**src/rtl/angle_latch_pkg.sv**
```systemverilog
package angle_latch_pkg;
  typedef enum logic {
    RES_FINE   = 1'b0,
    RES_COARSE = 1'b1
  } res_mode_e;
endpackage

```
**src/rtl/busy_timer.sv**
```systemverilog
module busy_timer
  import angle_latch_pkg::*;
#(
  parameter int BUSY_CYC = 150
) (
  input  logic      clk,
  input  logic      rst,
  input  logic      start,
  input  logic      res_sel,
  output logic      busy_q,
  output res_mode_e mode_q
);
  localparam int CW = $clog2(BUSY_CYC + 1);

  logic [CW-1:0] rem_q;

  always_ff @(posedge clk) begin
    if (rst) begin
      busy_q <= 1'b0;
      rem_q  <= '0;
      mode_q <= res_mode_e'(res_sel);
    end else if (!busy_q && start) begin
      busy_q <= 1'b1;
      rem_q  <= CW'(BUSY_CYC);
    end else if (busy_q) begin
      if (rem_q == CW'(1)) begin
        busy_q <= 1'b0;
        rem_q  <= '0;
        mode_q <= res_mode_e'(res_sel);
      end else begin
        rem_q <= rem_q - CW'(1);
      end
    end
  end
endmodule

```
**src/rtl/angle_counter.sv**
```systemverilog
module angle_counter
  import angle_latch_pkg::*;
#(
  parameter int ANGLE_W = 16,
  parameter int DROP    = 2
) (
  input  logic               clk,
  input  logic               rst,
  input  logic               load,
  input  logic               dir_up,
  input  res_mode_e          mode,
  output logic [ANGLE_W-1:0] cnt_q
);
  localparam logic [ANGLE_W-1:0] STEP_C = ANGLE_W'(1) << DROP;
  localparam logic [ANGLE_W-1:0] STEP_F = ANGLE_W'(1);

  logic [ANGLE_W-1:0] step;

  always_comb step = (mode == RES_COARSE) ? STEP_C : STEP_F;

  always_ff @(posedge clk) begin
    if (rst)
      cnt_q <= '0;
    else if (load)
      cnt_q <= dir_up ? cnt_q + step : cnt_q - step;
  end
endmodule

```
**src/rtl/out_latch.sv**
```systemverilog
module out_latch
  import angle_latch_pkg::*;
#(
  parameter int BUS_W = 8,
  parameter int DROP  = 2
) (
  input  logic                 clk,
  input  logic                 rst,
  input  logic                 hold_n,
  input  res_mode_e            mode,
  input  logic [2*BUS_W-1:0]   cnt,
  input  logic                 hi_oe_n,
  input  logic                 lo_oe_n,
  output logic [BUS_W-1:0]     bus
);
  localparam int ANGLE_W = 2 * BUS_W;
  localparam int LANES   = 2;
  localparam logic [ANGLE_W-1:0] MASK_C = ~((ANGLE_W'(1) << DROP) - ANGLE_W'(1));

  logic [ANGLE_W-1:0] lat_q;
  logic [BUS_W-1:0]   lane [LANES];

  always_ff @(posedge clk) begin
    if (rst)
      lat_q <= '0;
    else if (hold_n)
      lat_q <= (mode == RES_COARSE) ? (cnt & MASK_C) : cnt;
  end

  for (genvar i = 0; i < LANES; i++) begin : g_lane
    assign lane[i] = lat_q[i*BUS_W +: BUS_W];
  end

  always_comb begin
    if (!hi_oe_n)
      bus = lane[1];
    else if (!lo_oe_n)
      bus = lane[0];
    else
      bus = '1;
  end

  // a frozen latch does not move
  a_r7_hold_freezes: assert property (@(posedge clk) disable iff (rst)
    (!$past(rst) && !$past(hold_n)) |-> $stable(lat_q));

  // coarse loads never carry fine bits
  a_r6_coarse_low_zero: assert property (@(posedge clk) disable iff (rst)
    (!$past(rst) && $past(hold_n) && $past(mode) == RES_COARSE)
      |-> (lat_q[DROP-1:0] == '0));
endmodule

```
**src/rtl/angle_latch_if.sv**
```systemverilog
module angle_latch_if
  import angle_latch_pkg::*;
#(
  parameter int BUS_W    = 8,
  parameter int DROP     = 2,
  parameter int BUSY_CYC = 150
) (
  input  logic             clk,
  input  logic             rst,
  input  logic             cnt_up,
  input  logic             cnt_dn,
  input  logic             res_coarse,
  input  logic             hold_n,
  input  logic             hi_oe_n,
  input  logic             lo_oe_n,
  output logic [BUS_W-1:0] data_bus,
  output logic             busy
);
  localparam int ANGLE_W = 2 * BUS_W;

  logic               accept;
  res_mode_e          mode;
  logic [ANGLE_W-1:0] cnt;

  assign accept = (cnt_up ^ cnt_dn) && !busy;

  busy_timer #(.BUSY_CYC(BUSY_CYC)) u_timer (
    .clk    (clk),
    .rst    (rst),
    .start  (accept),
    .res_sel(res_coarse),
    .busy_q (busy),
    .mode_q (mode)
  );

  angle_counter #(.ANGLE_W(ANGLE_W), .DROP(DROP)) u_cnt (
    .clk   (clk),
    .rst   (rst),
    .load  (accept),
    .dir_up(cnt_up),
    .mode  (mode),
    .cnt_q (cnt)
  );

  out_latch #(.BUS_W(BUS_W), .DROP(DROP)) u_lat (
    .clk    (clk),
    .rst    (rst),
    .hold_n (hold_n),
    .mode   (mode),
    .cnt    (cnt),
    .hi_oe_n(hi_oe_n),
    .lo_oe_n(lo_oe_n),
    .bus    (data_bus)
  );

  // a single request while idle opens a busy pulse
  a_r2_busy_starts: assert property (@(posedge clk) disable iff (rst)
    (!$past(rst) && $past(cnt_up ^ cnt_dn) && !$past(busy)) |-> busy);

  // counter moves only together with a rising busy
  a_r3_count_with_busy: assert property (@(posedge clk) disable iff (rst)
    !$stable(cnt) |-> $rose(busy));

  // mode changes only when busy falls
  a_r5_mode_on_fall: assert property (@(posedge clk) disable iff (rst)
    !$stable(mode) |-> $fell(busy));

  // no fresh pulse starts while one is running
  a_r4_no_restart: assert property (@(posedge clk) disable iff (rst)
    ($past(busy) && busy) |-> $stable(cnt));
endmodule

```
**config.mk**
```make
export PLATFORM = sky130hd
export DESIGN_NAME = angle_latch_if
export DESIGN_NICKNAME = d
export VERILOG_FILES = /design/src/rtl/angle_latch_pkg.sv /design/src/rtl/busy_timer.sv /design/src/rtl/angle_counter.sv /design/src/rtl/out_latch.sv /design/src/rtl/angle_latch_if.sv
export SDC_FILE = /design/constraint.sdc
export NUM_CORES = 1
export LEC_CHECK = 0
export BUFFER_PORTS_ARGS = -buffer_cell sky130_fd_sc_hd__buf_2
export CAP_MARGIN = 10
export CORE_MARGIN = 8
export CORE_UTILIZATION = 58
export DETAILED_ROUTE_END_ITERATION = 10
export PLACE_DENSITY = 0.77
export SLEW_MARGIN = 20
export SYNTH_ARGS = -nofsm -noshare
export SYNTH_HDL_FRONTEND = slang
export SYNTH_SLANG_ARGS = --single-unit
```
**constraint.sdc**
```tcl
create_clock -name clk -period 2.55 [get_ports clk]
set_input_delay 0.255 -clock clk [delete_from_list [all_inputs] [get_ports clk]]
set_output_delay 0.255 -clock clk [all_outputs]
set_load 0.01 [all_outputs]
```
# After elaboration in Yosys (flattened, before gate mapping)
# Cells that the tools add are included.
# W data, S select, Z words.
[classes]
add_sub_neg = 3
eq_ne = 2
muxes = 15
n_bitwise = 1
n_reduce_logical = 8
[ops]
columns = ["operator", "count"]
rows = [
  ["$mux W8", 5],
  ["$add A16 B3 Y16", 1],
  ["$mux W16", 1],
  ["$sub A16 B3 Y16", 1],
  ["$eq A8 B1 Y1 const B", 1],
  ["$sub A8 B1 Y8 const B", 1],
  ["$mux W1", 7],
  ["$reduce_bool A2 Y1", 3],
  ["$mux W3", 1],
  ["$reduce_and A3 Y1", 1],
  ["$logic_and A1 B1 Y1", 2],
  ["$mux W2", 1],
  ["$ne A2 B2 Y1 const B", 1],
  ["$reduce_or A2 Y1", 1],
  ["$logic_not A1 Y1", 1],
  ["$xor A1 B1 Y1", 1],
]
[totals]
reg_bits = 42
in_bits = 8
out_inout_bits = 9
elab_cells = 35

# Logic depth before layout (Yosys ltp)
# Gate-level depths: netlist of run 1.
[depth]
depth_word = 5
mapped_depth = 9
mapped_depth_nobuf = 9

# Cells and area by module
# A second synthesis of run 1 with hierarchy kept.
[hier_totals]
hier_cells = 307
hier_area_um2 = 2606.2
[modules_own_cells]
columns = ["module", "n_inst", "cells_per_inst", "area_per_inst_um2", "seq_area_each_um2"]
rows = [
  ["angle_counter", 1, 170, 1371.3, 320.3],
  ["out_latch", 1, 81, 719.4, 320.3],
  ["busy_timer", 1, 54, 503.0, 210.2],
  ["angle_latch_if", 1, 2, 12.5, 0.0],
]

# Worst setup path after synthesis of run 1
# OpenSTA, ideal clock, no wires.
[synth_path]
path_type = "register -> register"
start = "register u_timer.mode_q"
end = "register u_cnt.cnt_q[12]"
setup_time_ns = 0.086
arrival_ns = 2.159
required_time_ns = 2.464
path_slack_ns = 0.306
path_stages_with_launch = 10
path_buffers = 0
synth_period_minus_slack_ns = 2.244
path_cell_list = "edfxtp_1 inv_1 ha_1 fa_1 a211oi_1 o31a_1 o211ai_2 a21boi_2 xnor2_1 a211oi_1"
[synth_between]
elab_chain_len = 3
word_cells_on_any_way = 4
classes_between = "2 x add/sub; 2 x mux"
[synth_rtl]
columns = ["element", "line_no", "rtl"]
rows = [
  ["start: declaration", "busy_timer.sv:11", "output res_mode_e mode_q"],
  ["start signal: assignment", "busy_timer.sv:21", "mode_q <= res_mode_e'(res_sel);"],
  ["start signal: assignment", "busy_timer.sv:29", "mode_q <= res_mode_e'(res_sel);"],
  ["$mux W3 *", "angle_counter.sv:19", "always_comb step = (mode == RES_COARSE) ? STEP_C : STEP_F;"],
  ["$sub A16 B3 Y16 or $add A16 B3 Y16 (tied branches)", "angle_counter.sv:25", "cnt_q <= dir_up ? cnt_q + step : cnt_q - step;"],
  ["$mux W16 *", "angle_counter.sv:25", ""],
  ["end signal: assignment", "angle_counter.sv:25", ""],
  ["end: declaration", "angle_counter.sv:12", "output logic [ANGLE_W-1:0] cnt_q"],
]
# Mark *: on every way between the ends. The rest lies on a longest branch, timed or not.
# A chain may end at the register's enable or synchronous reset.

# Final worst setup path of run 1
[layout_path]
start = "register u_timer.mode_q"
end = "register u_cnt.cnt_q[14]"
# Same word-level chain as after synthesis.

==> qor.yml, run 1 <==
status: "completed"
fmax_mhz: 417
die_area_mm2: 0.00667
grt_max_degree: 26
vias: 2170
synth_nets: 331
nNetsFinal: 347
fp.dieW_um: 81.7
wire_per_inst_um: 14.9
cts_max_path_buffers: 2
grt_pass1_wl_um: 9230
cts_tree: "done"
synth_top_area_frac: 0.328
drc_errors: 0
p_comb_frac: 0.304
clk_pin_slew_ns: 0.08
synth_cells: 304
synthFlopType: "dfxtp_1"
place_congestion: 0.875
core_area_mm2: 0.00426
ys_ff_latch: 42
fillers: 380
holdBufCountCts: 0
initial_core_util: 0.587
ys_seq_area_frac: 0.340
numCtsBuffers: 5
required_ns: 2.78
critical_path_class: "reg -> reg"
crit_arrival_ns: 2.63
ir_drop_v: 0.000338
areaGrowthSynthToFinish_pct: 8.70
maxCapViolations: 0
hold_viol: 0
fin_hold_ws_ns: 0.128
detail_route.vias_per_cell: 5.83
portBuffers: 16
drt_iter0_markers: 159
first_pass_iters: 5
hpwl_um: 4010
cts_sinks: 42
cp-end-kind: "flop"
track_usage: 0.173
fin_skew_ns: 0.00747
top_level_ports: 17
ff_latch_area_um2: 851
async_flop_share: 0
powerDensity_mw_per_mm2: 629
final_cell_mix: "50 x nor2_1, 41 x dfxtp_1, 31 x a21oi_1"
leakage_nw: 1.17
cp-start-kind: "flop"
maxSlewViolCount: 0
setup_viol: 0
power_switching_uw: 581
yosysTopAreaCell: "dfxtp_1"
num_rows: 24
grt_pass1_vias: 1982
ys_warn_count: 0
switching_share: 0.339
netlist_area_mm2: 0.00250
syn_avg_cell_area_um2: 8.23
antenna_found_initial: 0
final_layout_size_suffix_gt1_frac: 0.138
multi_input_area_mm2: 0.00156
ant_nets: 0
design_area_mm2: 0.00272
dpl-instance-area_mm2: 0.00261
clockPowerShare: 0.239
layout_commonest_cell: "nor2_1"
final.setup.tns_ns: 0
power_frac_seq: 0.457
timing.slew.headroom: 0.510
finalCriticalPeriod_ns: 2.40
critPathMaxFanout: 4
cts_root_buffer: "clkbuf_8"
ys_types: 49
overflow: 0
synth_edf_count: 1
synth_top_cells_by_area: "dfxtp_1 33%, ha_1 9.0%, nor2_1 7.5%, a21oi_1 6.4%, mux2i_1 6.4%"
tightest_slew_ns: 0.724
worstHoldPathType: "in -> reg"
fin_total_pwr_mw: 1.71
fin_crit_sh: 0.941
die_h_um: 81.7
p_int_mw: 1.13
n_antenna_cell: 0
wirelength_um: 5550
clock_latency_ns: 0.29
fin_util: 0.638
htreeDepth: 2
registers in the layout (all words and copies together) (netlist names):
| register | flops |
|---|---|
| u_cnt.cnt_q | 16 |
| u_lat.lat_q | 16 |
| u_timer.busy_q | 1 |
| u_timer.mode_q | 1 |
| u_timer.rem_q | 8 |
critical path: stages, from the launching register on:
cell      delay (ns)
edfxtp_1        0.38
inv_1           0.12
ha_2            0.23
fa_2            0.26
a211oi_2        0.09
o31a_1          0.37
o211ai_2        0.22
a21oi_2         0.08
or4b_1          0.47
a21oi_1         0.12
layout make-up:
cell class	instances	share of cell area
sequential	42	0.313
multi-input combinational	239	0.573
inverter	9	0.0124
clock inverter	2	0.00368
clock buffer	5	0.0253
tap	52	0.0239
timing repair buffer	23	0.0488
timing repair:
item	4_1_cts	5_1_grt
resized for setup	0	5
setup endpoints to repair	0	3
setup buffers	0	1
per-stage QoR:
step | setup slack [ns] | cells
4_1_cts | 0.0616 | 371
3_3_place_gp | 0.128 | 364
6_report | 0.150 | 372
3_5_place_dp | 0.0803 | 364
5_1_grt | -0.0347 | 372
2_1_floorplan | 0.306 | 304
final timing paths:
check                                    from                            to  slack (ns)  depth (start not counted)
setup / recovery     u_timer.mode_q$_DFFE_PP_  u_cnt.cnt_q[14]$_SDFFE_PP0P_        0.15                          9
hold / removal                     res_coarse      u_timer.mode_q$_DFFE_PP_        0.13                          1
setup reg to reg     u_timer.mode_q$_DFFE_PP_  u_cnt.cnt_q[14]$_SDFFE_PP0P_        0.15                          9
hold reg to reg   u_cnt.cnt_q[8]$_SDFFE_PP0P_   u_cnt.cnt_q[8]$_SDFFE_PP0P_        0.47                          2
metal layers:
layer  track usage  routed length [µm]  up-vias  part of all wire
met5             0                   0        -                 0
met1         0.229                2740     1008              0.49
met3        0.0361                 323        7             0.058
met4        0.0544                  51        0            0.0092
met2         0.278                2430       41              0.44
li1              -                   -     1114                 -
power groups by stage:
stage / Sequential (mW) / Combinational [mW] / Clock, mW
floorplan: 0.775 / 0.408 / 0
global placement: 0.794 / 0.489 / 0
detailed placement: 0.796 / 0.499 / 0
CTS: 0.781 / 0.503 / 0.417
global route: 0.793 / 0.586 / 0.444
finish: 0.782 / 0.521 / 0.410
Yosys cell counts, drive strengths merged (3+ instances only):
library cell  instances
a21oi                33
ha                   18
nor4b                 4
nor2                 50
nand2                25
mux2i                16
nand3                 7
xor2                  5
a211oi                7
nor3                  8
dfxtp                41
o21ai                10
a31oi                 6
o211ai                6
nand2b                5
inv                   9
a21o                  5
buf                   4
clkbuf               10
nor2b                 3
a21boi                3
xnor2                 5
logic make-up (layout without fill, tap and decap cells):
family | Yosys count | after routing | synth area share
compound gates | 75 | 75 | 0.188
simple gates | 118 | 118 | 0.223
buf+inv | 23 | 39 | 0.0450
fa+ha+maj | 19 | 19 | 0.0980
flops | 42 | 42 | 0.340
mux | 17 | 17 | 0.0685
xor+xnor | 10 | 10 | 0.0380
Note: power is estimated with default switching activity, not from simulation.
==> run 2, diff against run 1 <==
==> constraint.sdc (replaced) <==
create_clock -name clk -period 3.05 [get_ports clk]
set_input_delay 0.305 -clock clk [delete_from_list [all_inputs] [get_ports clk]]
set_output_delay 0.305 -clock clk [all_outputs]
set_load 0.01 [all_outputs]
==> qor.yml, run 2 (synthesis gave the netlist of run 1 again) <==
tightest_slew_ns: 0.707
nNetsFinal: 343
finalCriticalPeriod_ns: 2.55
worstHoldPathType: "in -> reg"
clk_pin_slew_ns: 0.08
drt_iter0_markers: 90
r2r_end: "u_cnt.cnt_q[12]$_SDFFE_PP0P_"
p_int_mw: 1.03
hold_depth: 1
grt_pass1_wl_um: 9000
top_level_ports: 17
final_cell_mix: "50 x nor2_1, 41 x dfxtp_1, 32 x a21oi_1"
first_pass_iters: 5
antenna_found_initial: 0
critical_path_class: "reg -> reg"
detail_route.vias_per_cell: 5.76
htreeDepth: 2
power_switching_uw: 481
layout_setup_ws_ns: 0.496
track_usage: 0.172
final_layout_size_suffix_gt1_frac: 0.114
cts_tree: "done"
ir_drop_v: 0.000347
maxSlewViolCount: 0
timing.slew.headroom: 0.522
fin_crit_sh: 0.837
hold_viol: 0
status: "completed"
critPathMaxFanout: 4
grt_setup_unrepaired: "no"
reg2reg_depth: 9
num_rows: 24
wirelength_um: 5280
cp-end-kind: "flop"
cts_sinks: 42
reg2reg_slack_ns: 0.50
leakage_nw: 1.17
powerDensity_mw_per_mm2: 558
place_congestion: 0.980
ant_nets: 0
hpwl_um: 4020
setup_viol: 0
fmax_mhz: 392
cp-start-kind: "flop"
die_area_mm2: 0.00667
grt_pass1_vias: 1999
maxCapViolations: 0
min_from: "res_coarse"
areaGrowthSynthToFinish_pct: 7.90
fin_skew_ns: 0.0105
postCtsSetupBuffers: 0
cpPeakStageDelay_ns: 0.47
vias: 2127
core_area_mm2: 0.00426
crit_arrival_ns: 2.76
cts_max_path_buffers: 2
layout_commonest_cell: "nor2_1"
holdBufCountCts: 0
cpMostUsedCell: "a211oi_1"
drc_errors: 0
n_antenna_cell: 0
final.setup.tns_ns: 0
cpMaxStageDelayCell: "fa_1"
initial_core_util: 0.587
post_cts_resized: 0
required_ns: 3.26
critical_path.cell_chain: "inv_1, ha_1, fa_1, a211oi_1, o31a_1, o211ai_2, a21boi_2, xnor2_1, a211oi_1"
r2r_start: "u_timer.mode_q$_DFFE_PP_"
cts_root_buffer: "clkbuf_8"
portBuffers: 16
top_regs: "u_cnt.cnt_q x16, u_lat.lat_q x16, u_timer.rem_q x8"
clock_latency_ns: 0.30
dp_slack_ns: 0.475
power_frac_seq: 0.434
critPathLaunch: "u_timer.mode_q$_DFFE_PP_"
p_comb_frac: 0.277
die_h_um: 81.7
wire_per_inst_um: 14.3
numCtsBuffers: 5
fp.dieW_um: 81.7
switching_share: 0.319
overflow: 0
clockPowerShare: 0.289
min_to: "u_timer.mode_q$_DFFE_PP_"
grt_max_degree: 24
-- run 2: worst max path at each step --
stage | cells past startpoint | slack, ns | to
floorplan | 9 | 0.81 | u_cnt.cnt_q[12]$_SDFFE_PP0P_
global placement | 9 | 0.53 | u_cnt.cnt_q[15]$_SDFFE_PP0P_
detailed placement | 9 | 0.47 | u_cnt.cnt_q[15]$_SDFFE_PP0P_
CTS | 9 | 0.49 | u_cnt.cnt_q[12]$_SDFFE_PP0P_
global route | 9 | 0.30 | u_cnt.cnt_q[12]$_SDFFE_PP0P_
finish | 9 | 0.50 | u_cnt.cnt_q[12]$_SDFFE_PP0P_
-- run 2: power by group through the flow --
stage / sequential [mW] / combinational [mW] / clock (mW)
2_1_floorplan: 0.648 / 0.341 / 0
3_3_place_gp: 0.665 / 0.408 / 0
3_5_place_dp: 0.666 / 0.415 / 0
4_1_cts: 0.653 / 0.417 / 0.447
5_1_grt: 0.661 / 0.472 / 0.468
6_report: 0.654 / 0.417 / 0.435
-- run 2: metrics by stage --
step | hold slack, ns | total power, mW | utilization | cells | area, µm²
2_1_floorplan | 0.404 | 0.988 | - | 304 | 2500
3_3_place_gp | 0.451 | 1.07 | 0.608 | 361 | 2590
3_5_place_dp | 0.455 | 1.08 | 0.608 | 361 | 2590
4_1_cts | 0.187 | 1.52 | 0.633 | 369 | 2700
5_1_grt | 0.179 | 1.60 | 0.633 | 369 | 2700
6_report | 0.195 | 1.51 | 0.633 | 369 | 2700
-- run 2: layout make-up --
type | instances | area, µm²
fill | 375 | 1560
multi-input combinational | 239 | 1540
sequential | 42 | 851
timing repair buffer | 19 | 103
clock buffer | 5 | 68.8
tap | 52 | 65.1
clock inverter | 3 | 40.0
inverter | 9 | 33.8
-- run 2: critical path, delay by kind of cell (launching register included) --
family	cells	cell delay (ns)
flops	1	0.37
buf+inv	1	0.09
fa+ha+maj	2	0.74
compound gates	5	1.14
xor+xnor	1	0.13
-- run 2: per-layer routing --
layer  track usage  routed length (µm)  up-vias
li1              -                   -     1104
met1         0.206                2510      970
met2         0.293                2380       45
met3        0.0438                 318        8
met4        0.0614                  72        0
met5             0                   0        -
==> run 3, diff against run 2 <==
==> constraint.sdc (replaced) <==
create_clock -name clk -period 2.5 [get_ports clk]
set_input_delay 0.25 -clock clk [delete_from_list [all_inputs] [get_ports clk]]
set_output_delay 0.25 -clock clk [all_outputs]
set_load 0.01 [all_outputs]
==> qor.yml, run 3 (synthesis gave the netlist of run 1 again) <==
maxCapViolations: 0
fp.dieW_um: 81.7
drc_errors: 0
drt_iter0_markers: 121
numCtsBuffers: 5
wire_per_inst_um: 14.7
reg2reg_depth: 9
worstHoldPathType: "in -> reg"
layout_commonest_cell: "nor2_1"
track_usage: 0.176
wirelength_um: 5510
final_layout_size_suffix_gt1_frac: 0.146
required_ns: 2.74
clk_pin_slew_ns: 0.08
cts_tree: "done"
final.setup.tns_ns: 0
tightest_slew_ns: 0.720
finalCriticalPeriod_ns: 2.34
grt_pass1_wl_um: 9260
critPathMaxFanout: 4
grt_max_degree: 24
fmax_mhz: 428
setup_viol: 0
nNetsFinal: 350
initial_core_util: 0.587
fillers: 407
first_pass_iters: 4
n_antenna_cell: 0
crit_arrival_ns: 2.57
r2r_end: "u_cnt.cnt_q[14]$_SDFFE_PP0P_"
cp-start-kind: "flop"
cpPeakStageDelay_ns: 0.47
cp-end-kind: "flop"
cts_sinks: 42
fin_skew_ns: 0.00910
critical_path.cell_chain: "inv_1, ha_2, fa_2, a211oi_2, o31a_1, o211ai_2, a21oi_2, or4b_1, a21oi_1"
dpl-instance-area_mm2: 0.00264
antenna_found_initial: 0
hpwl_um: 4000
fin_crit_sh: 0.935
final_cell_mix: "50 x nor2_1, 41 x dfxtp_1, 31 x a21oi_1"
overflow: 0
detail_route.vias_per_cell: 5.84
clock_latency_ns: 0.30
vias: 2191
areaGrowthSynthToFinish_pct: 9.60
ir_drop_v: 0.000271
critical_path_class: "reg -> reg"
grt_pass1_vias: 1995
num_rows: 24
reg2reg_slack_ns: 0.16
leakage_nw: 1.19
timing.slew.headroom: 0.513
min_from: "res_coarse"
grt_setup_unrepaired: "no"
top_level_ports: 17
cts_root_buffer: "clkbuf_8"
hold_viol: 0
cts_max_path_buffers: 2
place_congestion: 0.930
cpMaxStageDelayCell: "or4b_1"
powerDensity_mw_per_mm2: 639
min_to: "u_timer.mode_q$_DFFE_PP_"
maxSlewViolCount: 0
hold_depth: 1
design_area_mm2: 0.00274
holdBufCountCts: 0
top_regs: "u_cnt.cnt_q x16, u_lat.lat_q x16, u_timer.rem_q x8"
status: "completed"
portBuffers: 16
htreeDepth: 2
die_h_um: 81.7
die_area_mm2: 0.00667
core_area_mm2: 0.00426
ant_nets: 0
r2r_start: "u_timer.mode_q$_DFFE_PP_"
==> run 3: layout make-up <==
cell class | count | area (µm²) | share of cell area
timing repair buffer | 26 | 155 | 0.0566
clock buffer | 5 | 68.8 | 0.0251
multi-input combinational | 239 | 1560 | 0.568
inverter | 9 | 33.8 | 0.0123
sequential | 42 | 851 | 0.310
tap | 52 | 65.1 | 0.0237
clock inverter | 2 | 10.0 | 0.00365
==> run 3: power by group <==
| part | leakage, nW | internal (mW) | switching [mW] |
|---|---|---|---|
| Clock | 0.0438 | 0.188 | 0.229 |
| Sequential | 0.346 | 0.737 | 0.0613 |
| Combinational | 0.798 | 0.237 | 0.302 |
| Total | 1.19 | 1.16 | 0.592 |
==> run 3: layer usage <==
metal	track usage	part of all wire	up-vias
met1	0.235	0.47	1019
met3	0.0438	0.075	4
li1	-	-	1116
met5	0	0	-
met2	0.276	0.44	52
met4	0.0474	0.0083	0
==> run 3: worst max-delay path, delay by kind of cell, from the launching register on <==
| kind | cells | cell delay (ns) |
|---|---|---|
| AND/OR/NAND/NOR | 1 | 0.47 |
| AO/OA/AOI/OAI | 5 | 0.86 |
| adder cells (fa/ha/maj) | 2 | 0.46 |
| flip-flops | 1 | 0.39 |
| buffers and inverters | 1 | 0.11 |
==> run 3: how the worst max path moves through the flow <==
stage	start	to	slack, ns	cells past startpoint
2_1_floorplan	u_timer.mode_q$_DFFE_PP_	u_cnt.cnt_q[12]$_SDFFE_PP0P_	0.26	9
3_3_place_gp	cnt_up	u_cnt.cnt_q[15]$_SDFFE_PP0P_	0.06	9
3_5_place_dp	cnt_up	u_cnt.cnt_q[15]$_SDFFE_PP0P_	0.01	9
4_1_cts	u_timer.mode_q$_DFFE_PP_	u_cnt.cnt_q[12]$_SDFFE_PP0P_	0.01	9
5_1_grt	u_timer.mode_q$_DFFE_PP_	u_cnt.cnt_q[14]$_SDFFE_PP0P_	0.001	9
6_report	u_timer.mode_q$_DFFE_PP_	u_cnt.cnt_q[14]$_SDFFE_PP0P_	0.16	9
==> run 3: metrics by stage <==
step / cells / total power, mW / utilization / setup WS (ns) / hold WS [ns]
global placement: 367 / 1.32 / 0.618 / 0.0595 / 0.426
finish: 375 / 1.75 / 0.643 / 0.162 / 0.127
CTS: 374 / 1.75 / 0.637 / 0.0139 / 0.130
floorplan: 304 / 1.21 / - / 0.256 / 0.349
detailed placement: 367 / 1.34 / 0.618 / 0.0142 / 0.439
global route: 375 / 1.87 / 0.643 / 0.00105 / 0.122
==> run 3: repair_timing <==
action / 4_1_cts / 5_1_grt
setup buffers: 0 / 1
gates resized for setup: 0 / 5
endpoints found under the setup margin: 0 / 5
